### src/rtl/mbf_pkg.sv
// Package: shared types for the multiplexed bus front end.
// Assumes all consumers sample qualifiers on the same clock.
package mbf_pkg;

    // Registered bus-cycle qualifiers produced by the cycle decoder.
    typedef struct packed {
        logic rd;
        logic wr;
        logic fetch;
        logic oe;
    } mbf_qual_t;

endpackage

### src/rtl/mbf_strobe_edge.sv
// Strobe polarity normaliser and trailing-edge detector.
// Assumes strobe_pin is already synchronous to clk.
module mbf_strobe_edge (
    input  logic clk,
    input  logic rst_n,
    input  logic clr,
    input  logic strobe_pin,
    input  logic active_low,
    output logic act,
    output logic trail
);

    logic prev_act;

    assign act   = strobe_pin ^ active_low;
    assign trail = prev_act & ~act;

    // Remember last cycle's strobe state for edge detection.
    always_ff @(posedge clk) begin
        if (!rst_n || clr) prev_act <= 1'b0;
        else               prev_act <= act;
    end

endmodule

### src/rtl/mbf_addr_latch.sv
// Two-stage address latch: a shadow stage tracks the pins while the
// strobe is active, the output stage commits it on the trailing edge.
// Bits with byp set pass the pin through with no clock delay.
module mbf_addr_latch #(
    parameter int W = 8
) (
    input  logic         clk,
    input  logic         rst_n,
    input  logic         clr,
    input  logic         track,
    input  logic         commit,
    input  logic [W-1:0] d,
    input  logic [W-1:0] byp,
    output logic [W-1:0] q,
    output logic [W-1:0] y
);

    logic [W-1:0] shadow;

    // Follow the pins during the active strobe phase.
    always_ff @(posedge clk) begin
        if (!rst_n || clr) shadow <= '0;
        else if (track)    shadow <= d;
    end

    // Commit the tracked value once the strobe has ended.
    always_ff @(posedge clk) begin
        if (!rst_n || clr) q <= '0;
        else if (commit)   q <= shadow;
    end

    for (genvar i = 0; i < W; i++) begin : g_bit
        assign y[i] = byp[i] ? d[i] : q[i];
    end

endmodule

### src/rtl/mbf_reset_qual.sv
// Bus reset pin qualifier with strap or fixed active-low polarity.
// Assumes rst_pin is synchronous to clk.
module mbf_reset_qual #(
    parameter bit FIXED_LOW = 1'b0
) (
    input  logic clk,
    input  logic rst_n,
    input  logic rst_pin,
    input  logic cfg_high,
    output logic bus_rst,
    output logic rst_q
);

    localparam bit ALLOW_HIGH = !FIXED_LOW;

    logic pol_high;

    assign pol_high = ALLOW_HIGH & cfg_high;
    assign bus_rst  = pol_high ? rst_pin : ~rst_pin;

    // Register the qualified reset for downstream logic.
    always_ff @(posedge clk) begin
        if (!rst_n) rst_q <= 1'b0;
        else        rst_q <= bus_rst;
    end

endmodule

### src/rtl/mbf_cycle_decode.sv
// Decodes read, write and fetch strobes in either bus style and
// derives the data output enable. Outputs are registered.
module mbf_cycle_decode
    import mbf_pkg::*;
(
    input  logic      clk,
    input  logic      rst_n,
    input  logic      bus_rst,
    input  logic      strobe_act,
    input  logic      rd_pin,
    input  logic      wr_pin,
    input  logic      psen_n,
    input  logic      sel_n,
    input  logic      cfg_rw_level,
    input  logic      cfg_e_clock,
    output mbf_qual_t qual
);

    logic      enable;
    mbf_qual_t nxt;

    // Combinational strobe decode for both bus styles.
    always_comb begin
        enable    = cfg_e_clock ? rd_pin : ~rd_pin;
        nxt.rd    = cfg_rw_level ? (enable & wr_pin) : enable;
        nxt.wr    = cfg_rw_level ? (enable & ~wr_pin) : ~wr_pin;
        nxt.fetch = ~psen_n;
        nxt.oe    = (nxt.rd | nxt.fetch) & ~sel_n & ~strobe_act;
    end

    // Register qualifiers, cleared during either reset.
    always_ff @(posedge clk) begin
        if (!rst_n || bus_rst) qual <= '0;
        else                   qual <= nxt;
    end

endmodule

### src/rtl/mbus_latch_front.sv
// Top: multiplexed bus address latch and strobe qualifier.
// Assumes every bus pin is synchronous to clk; straps are static
// except when the strobe pin is held so no false edge appears.
module mbus_latch_front
    import mbf_pkg::*;
#(
    parameter int LO_W          = 8,
    parameter int HI_W          = 8,
    parameter int UP_W          = 4,
    parameter bit FIXED_RST_LOW = 1'b0
) (
    input  logic                       clk,
    input  logic                       rst_n,
    input  logic                       cfg_as_low,
    input  logic                       cfg_rst_high,
    input  logic                       cfg_rw_level,
    input  logic                       cfg_e_clock,
    input  logic [UP_W-1:0]            cfg_up_latch,
    input  logic [LO_W-1:0]            ad_in,
    input  logic [HI_W-1:0]            a_hi_in,
    input  logic [UP_W-1:0]            a_up_in,
    input  logic                       strobe_in,
    input  logic                       wr_in,
    input  logic                       rd_in,
    input  logic                       psen_n,
    input  logic                       rst_pin,
    input  logic                       sel_n,
    output logic [LO_W+HI_W+UP_W-1:0] addr_out,
    output logic                       rd_q,
    output logic                       wr_q,
    output logic                       fetch_q,
    output logic                       rst_q,
    output logic                       data_oe
);

    localparam int ADDR_W = LO_W + HI_W + UP_W;

    logic              strobe_act;
    logic              strobe_trail;
    logic              bus_rst;
    logic [LO_W-1:0]   lo_q, lo_y;
    logic [HI_W-1:0]   hi_q, hi_y;
    logic [UP_W-1:0]   up_q, up_y;
    logic [ADDR_W-1:0] lat_word;
    mbf_qual_t         qual;

    mbf_reset_qual #(.FIXED_LOW(FIXED_RST_LOW)) u_rst (
        .clk(clk), .rst_n(rst_n), .rst_pin(rst_pin),
        .cfg_high(cfg_rst_high), .bus_rst(bus_rst), .rst_q(rst_q)
    );

    mbf_strobe_edge u_edge (
        .clk(clk), .rst_n(rst_n), .clr(bus_rst), .strobe_pin(strobe_in),
        .active_low(cfg_as_low), .act(strobe_act), .trail(strobe_trail)
    );

    mbf_addr_latch #(.W(LO_W)) u_lo (
        .clk(clk), .rst_n(rst_n), .clr(bus_rst), .track(strobe_act),
        .commit(strobe_trail), .d(ad_in), .byp('0), .q(lo_q), .y(lo_y)
    );

    mbf_addr_latch #(.W(HI_W)) u_hi (
        .clk(clk), .rst_n(rst_n), .clr(bus_rst), .track(strobe_act),
        .commit(strobe_trail), .d(a_hi_in), .byp('0), .q(hi_q), .y(hi_y)
    );

    mbf_addr_latch #(.W(UP_W)) u_up (
        .clk(clk), .rst_n(rst_n), .clr(bus_rst), .track(strobe_act),
        .commit(strobe_trail), .d(a_up_in), .byp(~cfg_up_latch),
        .q(up_q), .y(up_y)
    );

    mbf_cycle_decode u_dec (
        .clk(clk), .rst_n(rst_n), .bus_rst(bus_rst), .strobe_act(strobe_act),
        .rd_pin(rd_in), .wr_pin(wr_in), .psen_n(psen_n), .sel_n(sel_n),
        .cfg_rw_level(cfg_rw_level), .cfg_e_clock(cfg_e_clock), .qual(qual)
    );

    assign lat_word = {up_q, hi_q, lo_q};
    assign addr_out = {up_y, hi_y, lo_y};
    assign rd_q     = qual.rd;
    assign wr_q     = qual.wr;
    assign fetch_q  = qual.fetch;
    assign data_oe  = qual.oe;

endmodule

### config.mk
export PLATFORM = sky130hd
export DESIGN_NAME = mbus_latch_front
export DESIGN_NICKNAME = d
export VERILOG_FILES = /design/src/rtl/mbf_pkg.sv /design/src/rtl/mbf_strobe_edge.sv /design/src/rtl/mbf_addr_latch.sv /design/src/rtl/mbf_reset_qual.sv /design/src/rtl/mbf_cycle_decode.sv /design/src/rtl/mbus_latch_front.sv
export SDC_FILE = /design/constraint.sdc
export NUM_CORES = 1
export LEC_CHECK = 0
export BUFFER_PORTS_ARGS = -buffer_cell sky130_fd_sc_hd__buf_4
export CORE_UTILIZATION = 38
export CTS_CLUSTER_SIZE = 16
export DETAILED_ROUTE_END_ITERATION = 7
export PLACE_DENSITY_LB_ADDON = 0.08
export SLEW_MARGIN = 15
export SYNTH_ARGS = -nofsm -noshare
export SYNTH_HDL_FRONTEND = slang
export SYNTH_SLANG_ARGS = --single-unit
export TNS_END_PERCENT = 30
### constraint.sdc
create_clock -name clk -period 1.3 [get_ports clk]
set_input_delay 0.26 -clock clk [delete_from_list [all_inputs] [get_ports clk]]
set_output_delay 0.26 -clock clk [all_outputs]
set_load 0.03 [all_outputs]
==> impl_metrics.py <==
metrics = {
    "outcome": {
        "status": "finished clean",
    },
    "finish": {
        "stdcell_count": 310,
        "utilization_pct": 56.49,
        "n_antenna_cell": 0,
        "drive_gt1_share_pct": 32.31,
        "nFillCells": 413,
        "final_net_count": 295,
        "syn2layout_area_growth_pct": 38.39,
        "seq_area_um2": 924.6,
        "multi_input_area_um2": 711.9,
        "final_common_cell": "buf_4",
        "final_cell_mix": "buf_4, dfxtp_1, a21oi_1, nand2_1, nand3_1",
    },
    "clocking": {
        "clk_latency_ns": 0.29,
        "cts_root_buffer": "clkbuf_8",
        "cts_max_level": 2,
        "cts.path.max_buffers": 2,
        "cts_tree": "done",
        "post_cts_buffers": 0,
        "clock-sinks": 46,
        "clk_pin_slew_ns": 0.08,
        "cts_buffers": 5,
        "cts_hold_buf": 0,
    },
    "power": {
        "p_per_area_nw_per_um2": 1175,
        "p_leak_nw": 0.9459,
        "power.total_mw": 2.750,
        "ir_worst_vdd_mv": 0.6569,
    },
    "sta": {
        "skew_ns": 0.005797,
        "period_minus_slack_ns": 1.281,
        "tightestPinTransition_ns": 0.3721,
        "max_slew_margin_pct": 74.55,
        "timing_hold_violations_final": 0,
        "fmax_mhz": 780.7,
        "fin_ws_ns": 0.01914,
        "rsz0062_at_grt": "true",
        "setup_violations": 0,
        "fin_crit_sh_pct": 98.53,
        "drv_slew": 0,
        "whs_ns": 0.1281,
    },
    "synthesis": {
        "syn_nets": 238,
        "ys_types": 19,
        "synth_edf_count": 0,
        "async_flop_share_pct": 0,
        "yosys.area.top_type_share_pct": 54.44,
        "synth.avg_cell_area_um2": 8.374,
        "netlist_top_cells_area": "dfxtp_1, a21oi_1, nand2_1",
        "syn_area_um2": 1692,
        "ys_seq_area_share_pct": 54.44,
        "netlist_instances": 202,
        "ys.flop_type": "dfxtp_1",
        "synth-seq-cells": 46,
        "yosysWarningCount": 0,
        "synth_top_cell_by_area": "dfxtp_1",
    },
    "floorplanning": {
        "core_um2": 4144,
        "dieWidth_um": 68.72,
        "num_rows": 23,
        "die_height_um": 68.72,
        "start_util_pct": 40.82,
        "io_pins": 61,
        "dieArea_um2": 4722,
    },
    "routing": {
        "wl_met3_um": 287,
        "routed_wl_mm": 3.695,
        "dr.max_layer_used": "met4",
        "first_pass_iters": 4,
        "num_vias": 1534,
        "postRouteAntennaNets": 0,
        "wl_per_cell_um": 11.92,
        "drcViolationCount": 0,
        "wl_met1_mm": 1.693,
        "routed_via_density": 4.948,
        "initialDrtViolationCount": 116,
        "met2_wirelength_mm": 1.688,
    },
    "critical_path": {
        "critPathLaunchType": "flip-flop",
        "cp_max_fo": 2,
        "crit_chain": "mux2_4 > buf_6",
        "max_stage_delay_ns": 0.33,
        "required_ns": 1.04,
        "crit_arrival_ns": 1.02,
        "worstSetupEndpointType": "primary output",
        "cp_num_buf_inv": 1,
        "critPathKind": "flip-flop to primary output",
        "path_delay_family": "flip-flops",
        "critical-path-slowest-cell": "dfxtp_2",
    },
    "global_routing": {
        "grt_pass1_vias": 1372,
        "antenna_found_initial": 0,
        "grt_overflow_total": 0,
        "grt_max_degree": 42,
        "grt_usage_pct": 17.32,
        "grt_pass1_wl_mm": 6.058,
    },
    "placement": {
        "place_hpwl_mm": 2.477,
        "place_ws_ns": 0.04388,
        "placed_cells": 302,
        "gp_congestion": 0.7067,
        "io_buffer_count": 60,
    },
    "flow_run": {
        "cap_violations": 0,
    },
    "worst_hold_path": {
        "holdCritPathClass": "input port to flip-flop",
    },
}
where the power goes:
group	switching [mW]	internal [mW]	total [mW]
combinational	0.233	0.178	0.411
sequential	0.0185	1.45	1.47
clock	0.442	0.429	0.871
worst paths after layout:
path | start | to | slack, ns | depth (start not counted)
setup / recovery | u_up.q[3] | addr_out[19] | 0.02 | 2
hold / removal | psen_n | u_dec.qual[1] | 0.13 | 2
setup reg to reg | u_edge.prev_act | u_up.q[1] | 0.13 | 3
hold reg to reg | u_hi.shadow[3] | u_hi.shadow[3] | 0.45 | 2
worst reg2reg max path: cells and delay by family, from the launching register on:
family	cells	cell delay (ns)
compound gates	2	0.36
buf+inv	1	0.32
flops	1	0.38
per-stage QoR:
stage,setup TNS (ns),area [µm²]
6_report,0,2341
5_1_grt,-0.02862,2341
4_1_cts,0,2311
3_5_place_dp,0,2216
3_3_place_gp,0,2216
2_1_floorplan,0,1692
what timing repair did:
action,in CTS,in global routing
pin swaps,0,0
gates resized for setup,1,10
setup endpoints to repair,1,6
cell usage after synthesis (2+ instances only):
| library cell | instances |
|---|---|
| dfxtp_1 | 46 |
| a21oi_1 | 40 |
| nand2_1 | 40 |
| nand3_1 | 20 |
| o21ai_0 | 11 |
| o21ai_1 | 10 |
| buf_1 | 6 |
| buf_2 | 5 |
| nor2_1 | 5 |
| mux2_2 | 4 |
| buf_4 | 3 |
| inv_1 | 3 |
| clkbuf_1 | 2 |
| xnor2_1 | 2 |
area by class of cell:
type	instances	area share, %
Tap cell	50	2.672
Clock inverter	1	0.2138
Timing Repair Buffer	66	22.88
Sequential cell	46	39.50
Inverter	3	0.6414
Multi-Input combinational cell	137	30.41
Clock buffer	7	3.688
layer usage:
layer	vias to the layer above	track usage (%)
met5	-	0
met2	45	27.45
met1	688	21.39
li1	796	-
met4	0	5.357
met3	5	7.072
registers in the layout, indices dropped and copies added (netlist names):
signal and count:
u_hi.q 8, u_hi.shadow 8, u_lo.q 8, u_lo.shadow 8, u_dec.qual 4, u_up.q 4, u_up.shadow 4, u_edge.prev_act 1
u_rst.rst_q 1
kinds of logic after synthesis:
family	count (synthesis)	synth area share [%]
AO/OA/AOI/OAI	62	18.57
XOR/XNOR	4	2.515
buffers and inverters	19	5.251
flip-flops	46	54.44
multiplexers	4	2.663
AND/OR/NAND/NOR	67	16.57
(Power assumes the default switching activity.)
